===== config.mk =====
export PLATFORM = sky130hd
export DESIGN_NAME = winwdt
export DESIGN_NICKNAME = d
export VERILOG_FILES = /design/src/rtl/winwdt_pkg.sv /design/src/rtl/winwdt_feed.sv /design/src/rtl/winwdt_cnt.sv /design/src/rtl/winwdt.sv
export SDC_FILE = /design/constraint.sdc
export NUM_CORES = 1
export LEC_CHECK = 0
export BUFFER_PORTS_ARGS = -buffer_cell sky130_fd_sc_hd__clkbuf_2
export CAP_MARGIN = 20
export CORE_ASPECT_RATIO = 1.5
export CORE_MARGIN = 2
export CORE_UTILIZATION = 52
export CTS_BUF_LIST = sky130_fd_sc_hd__clkbuf_8 sky130_fd_sc_hd__clkbuf_16
export DETAILED_ROUTE_END_ITERATION = 8
export PLACE_DENSITY = 0.79
export SYNTH_ARGS = -nofsm -noshare
export SYNTH_HDL_FRONTEND = slang
export SYNTH_SLANG_ARGS = --single-unit

===== constraint.sdc =====
create_clock -name clk -period 1.99 [get_ports clk]
set_input_delay 0.0995 -clock clk [delete_from_list [all_inputs] [get_ports clk]]
set_output_delay 0.0995 -clock clk [all_outputs]
set_load 0.005 [all_outputs]

===== src/rtl/winwdt_pkg.sv =====
package winwdt_pkg;
  typedef enum logic [2:0] {
    A_MODE   = 3'd0,
    A_RELOAD = 3'd1,
    A_FEED   = 3'd2,
    A_WARN   = 3'd3,
    A_WINDOW = 3'd4
  } reg_addr_e;

  localparam int M_RUN   = 0;
  localparam int M_RSTEN = 1;
  localparam int M_TOF   = 2;
  localparam int M_WARN  = 3;
  localparam int M_PROT  = 4;
  localparam int MODE_W  = 5;

  localparam logic [7:0] FEED_ARM  = 8'hAA;
  localparam logic [7:0] FEED_FIRE = 8'h55;
endpackage


===== src/rtl/winwdt_feed.sv =====
module winwdt_feed #(
  parameter int DW = 16
) (
  input  logic          clk,
  input  logic          rst_n,
  input  logic          any_wr_i,
  input  logic          feed_wr_i,
  input  logic [DW-1:0] data_i,
  output logic          seq_ok_o,
  output logic          seq_bad_o
);
  import winwdt_pkg::*;

  localparam logic [DW-1:0] ARM_V  = DW'(FEED_ARM);
  localparam logic [DW-1:0] FIRE_V = DW'(FEED_FIRE);

  logic armed_q, armed_d;
  logic is_arm, is_fire;

  always_comb begin
    is_arm    = (data_i == ARM_V);
    is_fire   = (data_i == FIRE_V);
    seq_ok_o  = feed_wr_i && armed_q && is_fire;
    seq_bad_o = feed_wr_i && !is_arm && !(armed_q && is_fire);
    if (feed_wr_i)     armed_d = is_arm;
    else if (any_wr_i) armed_d = 1'b0;
    else               armed_d = armed_q;
  end

  always_ff @(posedge clk or negedge rst_n) begin
    if (!rst_n) armed_q <= 1'b0;
    else        armed_q <= armed_d;
  end

  // a completed feed must have been armed by the previous feed-register write
  p_fire_after_arm_r10: assert property (@(posedge clk) disable iff (!rst_n)
    (feed_wr_i && data_i == ARM_V) |=> (!feed_wr_i || data_i != FIRE_V || seq_ok_o))
    else $error("p_fire_after_arm_r10");
endmodule


===== src/rtl/winwdt_cnt.sv =====
module winwdt_cnt #(
  parameter int              CW      = 16,
  parameter logic [CW-1:0]   RST_VAL = '1
) (
  input  logic          clk,
  input  logic          rst_n,
  input  logic          load_i,
  input  logic [CW-1:0] load_val_i,
  input  logic          dec_i,
  output logic [CW-1:0] count_o,
  output logic          zero_hit_o
);
  localparam logic [CW-1:0] ONE = CW'(1);

  logic [CW-1:0] cnt_q, cnt_d;
  logic          nonzero;

  always_comb begin
    nonzero    = (cnt_q != '0);
    zero_hit_o = dec_i && !load_i && (cnt_q == ONE);
    if (load_i)               cnt_d = load_val_i;
    else if (dec_i && nonzero) cnt_d = cnt_q - ONE;
    else                       cnt_d = cnt_q;
  end

  always_ff @(posedge clk or negedge rst_n) begin
    if (!rst_n) cnt_q <= RST_VAL;
    else        cnt_q <= cnt_d;
  end

  assign count_o = cnt_q;

  p_no_wrap_r3: assert property (@(posedge clk) disable iff (!rst_n)
    (cnt_q == '0 && !load_i) |=> (cnt_q == '0))
    else $error("p_no_wrap_r3");

  p_step_r2: assert property (@(posedge clk) disable iff (!rst_n)
    (!load_i && dec_i && cnt_q != '0) |=> (cnt_q == $past(cnt_q) - ONE))
    else $error("p_step_r2");

  p_hold_r2: assert property (@(posedge clk) disable iff (!rst_n)
    (!load_i && !dec_i) |=> $stable(cnt_q))
    else $error("p_hold_r2");
endmodule


===== src/rtl/winwdt.sv =====
module winwdt #(
  parameter int            CNT_W      = 16,
  parameter logic [CNT_W-1:0] RELOAD_RST = CNT_W'(8'hFF)
) (
  input  logic                            clk,
  input  logic                            rst_n,
  input  logic                            tick_i,
  input  logic                            wr_en_i,
  input  logic [2:0]                      wr_addr_i,
  input  logic [CNT_W-1:0]                wr_data_i,
  output logic [CNT_W-1:0]                count_o,
  output logic [CNT_W-1:0]                reload_o,
  output logic [winwdt_pkg::MODE_W-1:0]   mode_o,
  output logic                            irq_o,
  output logic                            rst_req_o
);
  import winwdt_pkg::*;

  // reset: asserted asynchronously, released on the clock
  logic [1:0] rsync_q;
  logic       rst_s_n;
  always_ff @(posedge clk or negedge rst_n) begin
    if (!rst_n) rsync_q <= 2'b00;
    else        rsync_q <= {rsync_q[0], 1'b1};
  end
  assign rst_s_n = rsync_q[1];

  logic run_q, rsten_q, tof_q, warn_q, prot_q, rreq_q;
  logic run_d, rsten_d, tof_d, warn_d, prot_d, rreq_d;
  logic [CNT_W-1:0] reload_q, thr_q, win_q;
  logic [CNT_W-1:0] reload_d, thr_d, win_d;

  logic wr_mode, wr_reload, wr_feed, wr_thr, wr_win;
  logic seq_ok, seq_bad, zero_hit;
  logic feed_good, feed_late, below_both, reload_bad, tof_set;
  logic warn_hit, warn_clr;
  logic [CNT_W-1:0] count;

  winwdt_feed #(.DW(CNT_W)) u_feed (
    .clk       (clk),
    .rst_n     (rst_s_n),
    .any_wr_i  (wr_en_i),
    .feed_wr_i (wr_feed),
    .data_i    (wr_data_i),
    .seq_ok_o  (seq_ok),
    .seq_bad_o (seq_bad)
  );

  winwdt_cnt #(.CW(CNT_W), .RST_VAL(RELOAD_RST)) u_cnt (
    .clk        (clk),
    .rst_n      (rst_s_n),
    .load_i     (feed_good),
    .load_val_i (reload_q),
    .dec_i      (run_q && tick_i),
    .count_o    (count),
    .zero_hit_o (zero_hit)
  );

  always_comb begin
    wr_mode   = wr_en_i && (wr_addr_i == A_MODE);
    wr_reload = wr_en_i && (wr_addr_i == A_RELOAD);
    wr_feed   = wr_en_i && (wr_addr_i == A_FEED);
    wr_thr    = wr_en_i && (wr_addr_i == A_WARN);
    wr_win    = wr_en_i && (wr_addr_i == A_WINDOW);

    feed_good  = seq_ok && (count <= win_q);
    feed_late  = seq_ok && (count > win_q);
    below_both = (count < thr_q) && (count < win_q);
    reload_bad = wr_reload && prot_q && !below_both;
    tof_set    = zero_hit || seq_bad || feed_late || reload_bad;

    warn_hit = run_q && (count == thr_q);
    warn_clr = wr_mode && wr_data_i[M_WARN] && (count != thr_q);

    run_d   = wr_mode ? wr_data_i[M_RUN] : run_q;
    rsten_d = rsten_q || (wr_mode && wr_data_i[M_RSTEN]);
    prot_d  = prot_q  || (wr_mode && wr_data_i[M_PROT]);
    tof_d   = (wr_mode ? (tof_q && wr_data_i[M_TOF]) : tof_q) || tof_set;
    warn_d  = (warn_q && !warn_clr) || warn_hit;
    rreq_d  = rreq_q || (tof_set && rsten_q);

    reload_d = (wr_reload && !reload_bad) ? wr_data_i : reload_q;
    thr_d    = wr_thr ? wr_data_i : thr_q;
    win_d    = wr_win ? wr_data_i : win_q;
  end

  always_ff @(posedge clk or negedge rst_s_n) begin
    if (!rst_s_n) begin
      run_q    <= 1'b0;
      rsten_q  <= 1'b0;
      tof_q    <= 1'b0;
      warn_q   <= 1'b0;
      prot_q   <= 1'b0;
      rreq_q   <= 1'b0;
      reload_q <= RELOAD_RST;
      thr_q    <= '0;
      win_q    <= '1;
    end else begin
      run_q    <= run_d;
      rsten_q  <= rsten_d;
      tof_q    <= tof_d;
      warn_q   <= warn_d;
      prot_q   <= prot_d;
      rreq_q   <= rreq_d;
      reload_q <= reload_d;
      thr_q    <= thr_d;
      win_q    <= win_d;
    end
  end

  assign count_o   = count;
  assign reload_o  = reload_q;
  assign mode_o    = {prot_q, warn_q, tof_q, rsten_q, run_q};
  assign irq_o     = warn_q || tof_q;
  assign rst_req_o = rreq_q;

  p_rsten_sticky_r4: assert property (@(posedge clk) disable iff (!rst_s_n)
    rsten_q |=> rsten_q) else $error("p_rsten_sticky_r4");

  p_prot_sticky_r9: assert property (@(posedge clk) disable iff (!rst_s_n)
    prot_q |=> prot_q) else $error("p_prot_sticky_r9");

  p_rst_req_r5: assert property (@(posedge clk) disable iff (!rst_s_n)
    ($rose(tof_q) && $past(rsten_q)) |-> rreq_q) else $error("p_rst_req_r5");

  p_warn_tie_r8: assert property (@(posedge clk) disable iff (!rst_s_n)
    (warn_q && count == thr_q) |=> warn_q) else $error("p_warn_tie_r8");

  p_prot_gate_r13: assert property (@(posedge clk) disable iff (!rst_s_n)
    (wr_reload && prot_q && !(count < thr_q && count < win_q)) |=> ($stable(reload_q) && tof_q))
    else $error("p_prot_gate_r13");

  p_feed_load_r10: assert property (@(posedge clk) disable iff (!rst_s_n)
    (seq_ok && count <= win_q) |=> (count == $past(reload_q)))
    else $error("p_feed_load_r10");

  p_late_feed_r12: assert property (@(posedge clk) disable iff (!rst_s_n)
    (seq_ok && count > win_q) |=> tof_q) else $error("p_late_feed_r12");
endmodule


==> metrics.cfg, run 1 <==
[global_routing]
first_global_vias=4588
grt_remaining_overflow=0
grt_pass1_wl_um=23370
grt.total_usage_pct=33.70
antenna_found_initial=0
grt_max_degree=72

[layout]
syn_to_final_growth_pct=37.61
nNetsFinal=656
fin_cells=711
diodes=0
utilization_pct=73.04
drive_above_1_share_pct=47.52
most-common-layout-cells=buf_4 (79), clkbuf_2 (61), nand2_1 (54), inv_1 (33), dfrtp_1 (33)
final_common_cell=buf_4

[placement]
port_buffers=61
dpl.cell_count=676
dp_hpwl_um=9352
gp_congestion=0.9143

[worst_hold_path]
worstHoldPathType=in -> reg

[synth]
synth_area_um2=4438
synth-edff-count=0
ys_ff_latch=73
ys_seq_area_share_pct=42.06
async_flop_share_pct=100.0
synth.distinct_cells=52
ys.warnings.count=0
synth_flop_cell=dfrtp_1
avgSynthCellArea_um2=9.732
synthesis.nets=513
synth_cells=456

[drt]
vias_per_cell=6.233
first_pass_iters=5
drtIter0Drc=442
drtAntennaViolNets=0
drc_errors=0
detail_route.wl_per_cell_um=21.81
num_vias=4432
routed_wirelength_um=15510

[pwr]
p_leak_nw=2.754
power_density_nw_per_um2=1549
p_sw_share_pct=41.29
peakVddDrop_mv=0.7144
p_comb_share_pct=54.5
total_power_mw=9.462
internal_power_mw=5.555
p_seq_share_pct=28.0
pwr-share-clk_pct=17.5
power.switching_mw=3.907

[sta]
post-route-worst-setup-slack_ns=-0.5524
fin_crit_ns=2.542
tightest_slew_ns=0.6510
period_share_pct=127.8
timing.fmax_mhz=393.3
fin_tns_setup_ns=-16.47
finalSetupViolations=35
slew_headroom_pct=56.60
hold_viol=0
skew_ns=0.005392
maxSlewViolCount=0
rsz0062_at_grt=true

[clock_tree]
cts-root-buf=clkbuf_16
clkLatencyLatePin_ns=0.35
cts_num_sinks=73
clk_pin_slew_worst_paths_ns=0.06
htree_levels=3
clk_path_buf_depth=2
cts_inserted_buffers=9
cts_tree=done

[floorplanning]
die_h_um=117.1
die_width_um=79.43
ioPinCount=62
start_util_pct=53.07
core.rowCount=41
die_area_um2=9305
core_region_area_um2=8362

[run]
max-cap-violations=0

[worst_setup_path]
criticalPathCategory=reg -> reg
endpoint_kind=flop
crit_required_ns=2.22
arrival_ns=2.77
cp_max_fo=5
crit_path_start_kind=flop

[run_status]
status=finished with violations
violations=negative setup slack

cell usage after synthesis, types with 2 or more instances:
| cell | count | share of area [%] |
|---|---|---|
| ha_1 | 34 | 9.6 |
| nor3_1 | 10 | 1.1 |
| buf_6 | 2 | 0.51 |
| nand4_1 | 25 | 3.5 |
| nor3b_1 | 17 | 2.9 |
| a21oi_1 | 33 | 3.7 |
| nand2_1 | 54 | 4.6 |
| dfstp_2 | 32 | 19 |
| or2_2 | 3 | 0.42 |
| nand3_1 | 6 | 0.68 |
| xnor2_1 | 5 | 0.99 |
| nor2_1 | 10 | 0.85 |
| o21ai_0 | 25 | 2.8 |
| nor2b_1 | 2 | 0.28 |
| dfrtp_1 | 41 | 23 |
| mux2_2 | 32 | 8.1 |
| o211ai_1 | 17 | 2.9 |
| clkbuf_1 | 15 | 1.3 |
| nand4b_1 | 2 | 0.39 |
| xor2_1 | 9 | 1.8 |
| buf_4 | 6 | 1.0 |
| nor4_1 | 7 | 0.99 |
| inv_1 | 40 | 3.4 |
registers in the layout, summed over array words and instances, names as in the netlist:
name,count
thr_q,16
rst_req_o,1
win_q,16
tof_q,1
rsten_q,1
run_q,1
reload_o,16
rsync_q,2
prot_q,1
warn_q,1
u_feed.armed_q,1
u_cnt.count_o,16
cell type report:
| class | instances | area, um2 |
|---|---|---|
| clock buffer | 9 | 225.2 |
| clock inverter | 7 | 71.32 |
| fill | 556 | 2255 |
| inverter | 40 | 150.1 |
| multi-input combinational | 322 | 2566 |
| sequential | 73 | 1877 |
| tap | 107 | 133.9 |
| timing repair buffer | 153 | 1084 |
kinds of logic (layout without fill, tap and decap cells):
kind of cell / count (synthesis) / in the layout / share of synthesized area (%)
multiplexers: 32 / 32 / 8.120
other: 1 / 1 / 0.08450
adder cells (fa/ha/maj): 34 / 34 / 9.586
AND/OR/NAND/NOR: 149 / 152 / 18.50
XOR/XNOR: 14 / 14 / 2.763
buffers and inverters: 64 / 209 / 6.258
flip-flops: 73 / 73 / 42.06
AO/OA/AOI/OAI: 89 / 89 / 12.63
per-layer routing:
metal,global-route usage [%],routed length (um)
met1,37.94,5500
met5,0,0
met3,5.752,1106
met4,23.45,1189
met2,57.76,7713
power by group through the flow:
stage | clock [mW] | sequential (mW) | combinational, mW
2_1_floorplan | 0 | 2.63 | 2.25
3_3_place_gp | 0 | 2.57 | 3.84
3_5_place_dp | 0 | 2.60 | 4.03
4_1_cts | 1.66 | 2.60 | 4.53
5_1_grt | 1.72 | 2.68 | 5.50
6_report | 1.66 | 2.65 | 5.16
final timing paths:
kind,endpoint,slack [ns],cells after the start,startpoint
worst max-delay path,u_cnt.count_o[15]$_DFFE_PN0P_,-0.55,9,win_q[9]$_DFFE_PN1P_
worst min-delay path,win_q[6]$_DFFE_PN1P_,0.03,3,wr_data_i[6]
worst max register to register,u_cnt.count_o[15]$_DFFE_PN0P_,-0.55,9,win_q[9]$_DFFE_PN1P_
worst min register to register,reload_o[14]$_DFFE_PN0P_,0.28,1,rsync_q[1]$_DFF_PN0_
max in group asynchronous,reload_o[6]$_DFFE_PN1P_,1.35,1,rsync_q[1]$_DFF_PN0_
min in group asynchronous,rsync_q[0]$_DFF_PN0_,0.06,2,rst_n
repair_timing:
item,in CTS,in global routing
hold buffers,1,0
setup endpoints to repair,35,35
pin swaps,15,32
buffers inserted,13,1
gates resized for setup,31,16
endpoints found under the hold margin,2,0
cloned,2,2
per-stage QoR:
stage	instance area, um2	hold slack (ns)	setup slack (ns)
after floorplan	4541	-0.1961	-0.2645
after global placement	5426	-0.1140	-0.5910
after detailed placement	5426	-0.1109	-0.7336
after CTS	6002	0.02705	-0.3643
after global routing	6107	0.04089	-0.5859
final	6107	0.02783	-0.5524
critical path, cell delays in order (launching register included):
cell and delay (ns):
dfstp_2 0.53, inv_2 0.05, ha_4 0.26, nand4_1 0.17, buf_4 0.19, a2111o_1 0.43, a31oi_4 0.30, nor2_4 0.08
buf_6 0.14, mux2_2 0.27
(Power assumes the default switching activity.)
==> run 2: changes to the inputs <==
==> constraint.sdc (replaced) <==
create_clock -name clk -period 1.99 [get_ports clk]
set_input_delay 0 -clock clk [delete_from_list [all_inputs] [get_ports clk]]
set_output_delay 0 -clock clk [all_outputs]
set_load 0.005 [all_outputs]
==> run 2 against run 1 <==
- flip-flop and latch count did not move
- worst setup slack got worse by 0.064 ns
- hold slack improved by 0.0037 ns
- the flow still finishes with violations (negative setup slack)
==> metrics.cfg, run 2 (synthesis gave the netlist of run 1 again) <==
[layout]
most-common-layout-cells=buf_4 (77), clkbuf_2 (61), nand2_1 (54), dfrtp_1 (35)
postLayoutCellArea_um2=6110
final_common_cell=buf_4
fin_cells=712
syn_to_final_growth_pct=37.67
drive_above_1_share_pct=45.62
diodes=0
nNetsFinal=657

[floorplanning]
ioPinCount=62
core_region_area_um2=8362
die_h_um=117.1
die_area_um2=9305
core.rowCount=41
start_util_pct=53.07
die_width_um=79.43

[drt]
drtAntennaViolNets=0
first_pass_iters=6
detail_route.wl_per_cell_um=21.46
drc_errors=0
drtIter0Drc=483
num_vias=4463
routed_wirelength_um=15280
vias_per_cell=6.268

[worst_setup_path]
crit_required_ns=2.21
cp_max_fo=6
cp_cell_sequence=inv_1 -> ha_1 -> a21oi_2 -> o21ai_1 -> a21oi_2 -> a31oi_4 -> nor2_4 -> buf_12 -> mux2_2
arrival_ns=2.83
worst_path_largest_cell_delay_ns=0.52
slowest_stage=dfstp_2
cp_top_family=compound AO/OA/AOI/OAI gates
cp_num_buf_inv=2
endpoint_kind=flop
criticalPathCategory=reg -> reg
crit_path_start_kind=flop
startpoint=win_q[7]$_DFFE_PN1P_
path_common_cell=a21oi_2
r2r-start=win_q[7]$_DFFE_PN1P_

[sta]
period_share_pct=131.0
finalSetupViolations=35
tightest_slew_ns=0.6674
timing.hold.ws_ns=0.03155
fin_crit_ns=2.607
hold_viol=0
slew_headroom_pct=55.51
maxSlewViolCount=0
post-route-worst-setup-slack_ns=-0.6167
skew_ns=0.005546
timing.fmax_mhz=383.6
rsz0062_at_grt=true

[clock_tree]
htree_levels=3
cts-root-buf=clkbuf_16
clk_pin_slew_worst_paths_ns=0.06
cts_inserted_buffers=9
cts_tree=done
clkLatencyLatePin_ns=0.34
cts_num_sinks=73
clk_path_buf_depth=2

[placement]
gp_congestion=0.8944
dpl.cell_count=673
dpl-instance-area_um2=5404
port_buffers=61
dp_hpwl_um=9544

[pwr]
total_power_mw=9.307
power_density_nw_per_um2=1523
peakVddDrop_mv=0.8557
p_leak_nw=2.765

[global_routing]
first_global_vias=4468
grt_remaining_overflow=0
grt_pass1_wl_um=23000
grt_max_degree=72
grt.total_usage_pct=33.21
antenna_found_initial=0

[run_status]
violations=negative setup slack
status=finished with violations

[worst_hold_path]
holdCritStartpoint=wr_data_i[2]
worstHoldPathType=in -> reg

[run]
max-cap-violations=0

[run 2: cell count changes in the layout (fill, tap and decap cells not counted), moves of 2 or more]
cell,delta
dlygate4sd3_1,+8
buf_6,-5
buf_4,-2
clkinvlp_4,-2
dfrtp_1,+2
dfrtp_2,-2
ha_1,+2
ha_4,-2
[run 2: worst min-delay path, stage by stage]
cell	delay [ns]
clkbuf_2	0.09
buf_4	0.15
nand2_1	0.05
o21ai_0	0.07
[run 2: repair_timing]
| action | 4_1_cts | 5_1_grt |
|---|---|---|
| cloned | 3 | 1 |
| endpoints found under the setup margin | 35 | 35 |
| hold buffers | 9 | 0 |
| pin swaps | 7 | 4 |
| buffers inserted | 9 | 1 |
| resized for setup | 24 | 12 |
| hold endpoints to repair | 16 | 0 |
[run 2: metal layers]
metal	track usage, %	up-vias	share of wire, %
met5	0	-	0
met4	21.15	0	6.7
met3	6.595	92	6.9
met2	57.25	270	50
met1	37.31	2173	37
li1	-	1928	-
[run 2: metrics by stage]
| step | TNS (ns) | worst slack [ns] | utilization [%] |
|---|---|---|---|
| 2_1_floorplan | -5.835 | -0.2645 | - |
| 3_3_place_gp | -14.52 | -0.5895 | 64.63 |
| 3_5_place_dp | -17.32 | -0.7397 | 64.63 |
| 4_1_cts | -11.03 | -0.3763 | 72.09 |
| 5_1_grt | -17.94 | -0.6043 | 73.07 |
| 6_report | -17.50 | -0.6167 | 73.07 |
[run 2: layout make-up]
cell class / count / area (um2)
Multi-Input combinational cell: 322 / 2537
Fill cell: 558 / 2252
Sequential cell: 73 / 1874
Clock buffer: 10 / 239.0
Tap cell: 107 / 133.9
Inverter: 40 / 150.1
Timing Repair Buffer: 154 / 1092
Clock inverter: 6 / 82.58
[run 2: worst paths after layout]
check / to / slack (ns) / cells after the start
setup / recovery: u_cnt.count_o[9]$_DFFE_PN0P_ / -0.62 / 9
hold / removal: win_q[2]$_DFFE_PN1P_ / 0.03 / 4
setup reg to reg: u_cnt.count_o[9]$_DFFE_PN0P_ / -0.62 / 9
hold reg to reg: thr_q[13]$_DFFE_PN0P_ / 0.28 / 1
max in group asynchronous: rsync_q[1]$_DFF_PN0_ / 1.35 / 3
min in group asynchronous: thr_q[13]$_DFFE_PN0P_ / 0.28 / 1
[run 2: power by group]
group | total, mW | switching [mW] | internal [mW]
combinational | 4.92 | 2.65 | 2.27
sequential | 2.64 | 0.505 | 2.13
clock | 1.75 | 0.627 | 1.12
==> run 3: changes to the inputs <==
--- a/config.mk
+++ b/config.mk
@@ -9,10 +9,11 @@
 export CAP_MARGIN = 20
 export CORE_ASPECT_RATIO = 1.5
 export CORE_MARGIN = 2
-export CORE_UTILIZATION = 52
-export CTS_BUF_LIST = sky130_fd_sc_hd__clkbuf_8 sky130_fd_sc_hd__clkbuf_16
+export CORE_UTILIZATION = 54
+export CTS_BUF_LIST = sky130_fd_sc_hd__clkbuf_2 sky130_fd_sc_hd__clkbuf_4 sky130_fd_sc_hd__clkbuf_8
 export DETAILED_ROUTE_END_ITERATION = 8
-export PLACE_DENSITY = 0.79
+export PLACE_DENSITY = 0.82
+export SKIP_CTS_REPAIR_TIMING = 1
 export SYNTH_ARGS = -nofsm -noshare
 export SYNTH_HDL_FRONTEND = slang
 export SYNTH_SLANG_ARGS = --single-unit
==> run 3 against run 2 <==
- the run ends with negative hold slack, negative setup slack left
- combinational power is 2% higher
- clock power shrank 37%
- cell count shrank 1.3%
- design area shrank 0.18%
- hold slack got worse by 0.063 ns
- first-iteration DRC count is 6.6% lower
- total power fell by 4.8%
- highest routed layer unchanged
==> metrics.cfg, run 3 (synthesis gave the netlist of run 1 again) <==
[run_status]
status=finished with violations
violations=negative hold slack, negative setup slack

[sta]
period_share_pct=124.1
maxSlewViolCount=0
hold_viol=3
post-route-worst-setup-slack_ns=-0.4796
skew_ns=0.008942
slew_headroom_pct=58.86
tightest_slew_ns=0.6170
fin_tns_setup_ns=-13.63
timing.fmax_mhz=404.9
timing.hold.ws_ns=-0.03101
fin_crit_ns=2.470
rsz0062_at_grt=true
finalSetupViolations=35

[worst_setup_path]
cp_cell_sequence=inv_1 -> ha_1 -> nand4_1 -> a2111o_1 -> a31oi_4 -> nor2_4 -> clkbuf_16 -> mux2_4
slowest_stage=dfstp_2
cp_max_fo=6
rr_worst_depth=8
arrival_ns=2.72
cp_num_buf_inv=2
cp_top_family=compound AO/OA/AOI/OAI gates
crit_required_ns=2.24
r2r-end=u_cnt.count_o[10]$_DFFE_PN0P_
criticalPathCategory=reg -> reg
r2r_slack_ns=-0.48
worst_path_largest_cell_delay_ns=0.53
crit_path_start_kind=flop
r2r-start=win_q[8]$_DFFE_PN1P_
endpoint_kind=flop

[floorplanning]
die_h_um=115.0
ioPinCount=62
start_util_pct=55.42
core.rowCount=40
core_region_area_um2=8008
die_area_um2=8975
die_width_um=78.02

[pwr]
peakVddDrop_mv=0.9147
p_comb_share_pct=56.8
total_power_mw=8.858
internal_power_mw=5.174
power_density_nw_per_um2=1453
p_leak_nw=2.697
power.switching_mw=3.684
pwr-share-clk_pct=12.4
p_sw_share_pct=41.59
p_seq_share_pct=30.8

[drt]
drtAntennaViolNets=0
vias_per_cell=6.162
first_pass_iters=6
drc_errors=0
detail_route.wl_per_cell_um=20.44
routed_wirelength_um=14370
num_vias=4332
drtIter0Drc=451

[placement]
gp_congestion=0.9415
dp_slack_ns=-0.3490
port_buffers=61
dp_hpwl_um=9054

[layout]
diodes=0
most-common-layout-cells=clkbuf_2 (61), buf_4 (56), nand2_1 (53), dfrtp_1 (34)
fillCellCount=509
drive_above_1_share_pct=44.48
syn_to_final_growth_pct=37.41
utilization_pct=76.16
nNetsFinal=650
final_common_cell=clkbuf_2

[worst_hold_path]
worstHoldPathType=in -> reg
min_path_cells=3
holdCritStartpoint=wr_data_i[12]
holdPathEnd=reload_o[12]$_DFFE_PN0P_

[clock_tree]
clk_path_buf_depth=2
clk_pin_slew_worst_paths_ns=0.08
cts-root-buf=clkbuf_8
htree_levels=3
cts_num_sinks=73
cts_inserted_buffers=9
cts_tree=done
clkLatencyLatePin_ns=0.36

[global_routing]
grt_pass1_wl_um=20020
grt_util_met1_pct=33.18
grt_remaining_overflow=0
antenna_found_initial=0
first_global_vias=4088
gr-usage-met2_pct=50.11
grt_most_used_layer=met2
grt.total_usage_pct=28.85
grt_max_degree=72
grtUsageMet3_pct=5.495

[run]
max-cap-violations=0

## run 3: cell types whose count changed in the layout (fill, tap and decap cells not counted), moves of 2 or more
cell           delta
buf_4            -21
dlygate4sd3_1    +10
clkbuf_8          +9
mux2_2            -9
mux2_4            +9
clkbuf_16         -8
ha_1              -5
ha_4              +5
clkbuf_4          +3
buf_8             +2
bufinv_16         -2
## run 3: worst max-delay path by stage
stage,cells past startpoint,to,slack [ns],startpoint
2_1_floorplan,11,reload_o[7]$_DFFE_PN1P_,-0.26,win_q[1]$_DFFE_PN1P_
3_3_place_gp,6,u_cnt.count_o[15]$_DFFE_PN0P_,-0.31,u_cnt.count_o[9]$_DFFE_PN0P_
3_5_place_dp,8,u_cnt.count_o[9]$_DFFE_PN0P_,-0.35,win_q[12]$_DFFE_PN1P_
4_1_cts,8,u_cnt.count_o[9]$_DFFE_PN0P_,-0.39,win_q[12]$_DFFE_PN1P_
5_1_grt,8,u_cnt.count_o[11]$_DFFE_PN0P_,-0.64,win_q[12]$_DFFE_PN1P_
6_report,8,u_cnt.count_o[10]$_DFFE_PN0P_,-0.48,win_q[8]$_DFFE_PN1P_
## run 3: per-layer routing
layer  up-vias  wire (um)  share of wire (%)
li1       1917          -                  -
met1      2083       5158                 36
met4         0        751                5.2
met5         -          0                  0
met2       259       7338                 51
met3        73       1118                7.8
## run 3: power groups by stage
stage               logic (mW)  clock network (mW)  registers [mW]
floorplan                 2.25                   0            2.63
global placement          3.82                   0            2.63
finish                    5.03                1.10            2.73
global route              5.38                1.17            2.77
detailed placement        4.00                   0            2.66
CTS                       4.04                1.10            2.64
## run 3: worst reg2reg max path, delay by kind of cell, from the launching register on
family | cells | cell delay, ns
AOI/OAI and AO/OA | 2 | 0.68
adders and majority gates | 1 | 0.30
buffers and inverters | 2 | 0.22
DFF | 1 | 0.53
muxes | 1 | 0.29
and+or+nand+nor | 2 | 0.33
## run 3: cell type report
type                    count  area, um2  area share (%)
multi-input cells         321       2643           43.33
flip-flops and latches     73       1876           30.76
repair buffers            148       1121           18.38
clock buffers              13      160.2           2.626
inverters                  40      150.1           2.462
well taps                 105      131.4           2.154
clock inverters             3      17.52          0.2872
## run 3: through the flow
stage / std cells / hold slack, ns / area (um2)
2_1_floorplan: 456 / -0.2956 / 4541
3_3_place_gp: 661 / -0.2142 / 5364
3_5_place_dp: 661 / -0.2100 / 5364
4_1_cts: 677 / -0.6049 / 5542
5_1_grt: 703 / -0.00006686 / 6098
6_report: 703 / -0.03101 / 6098
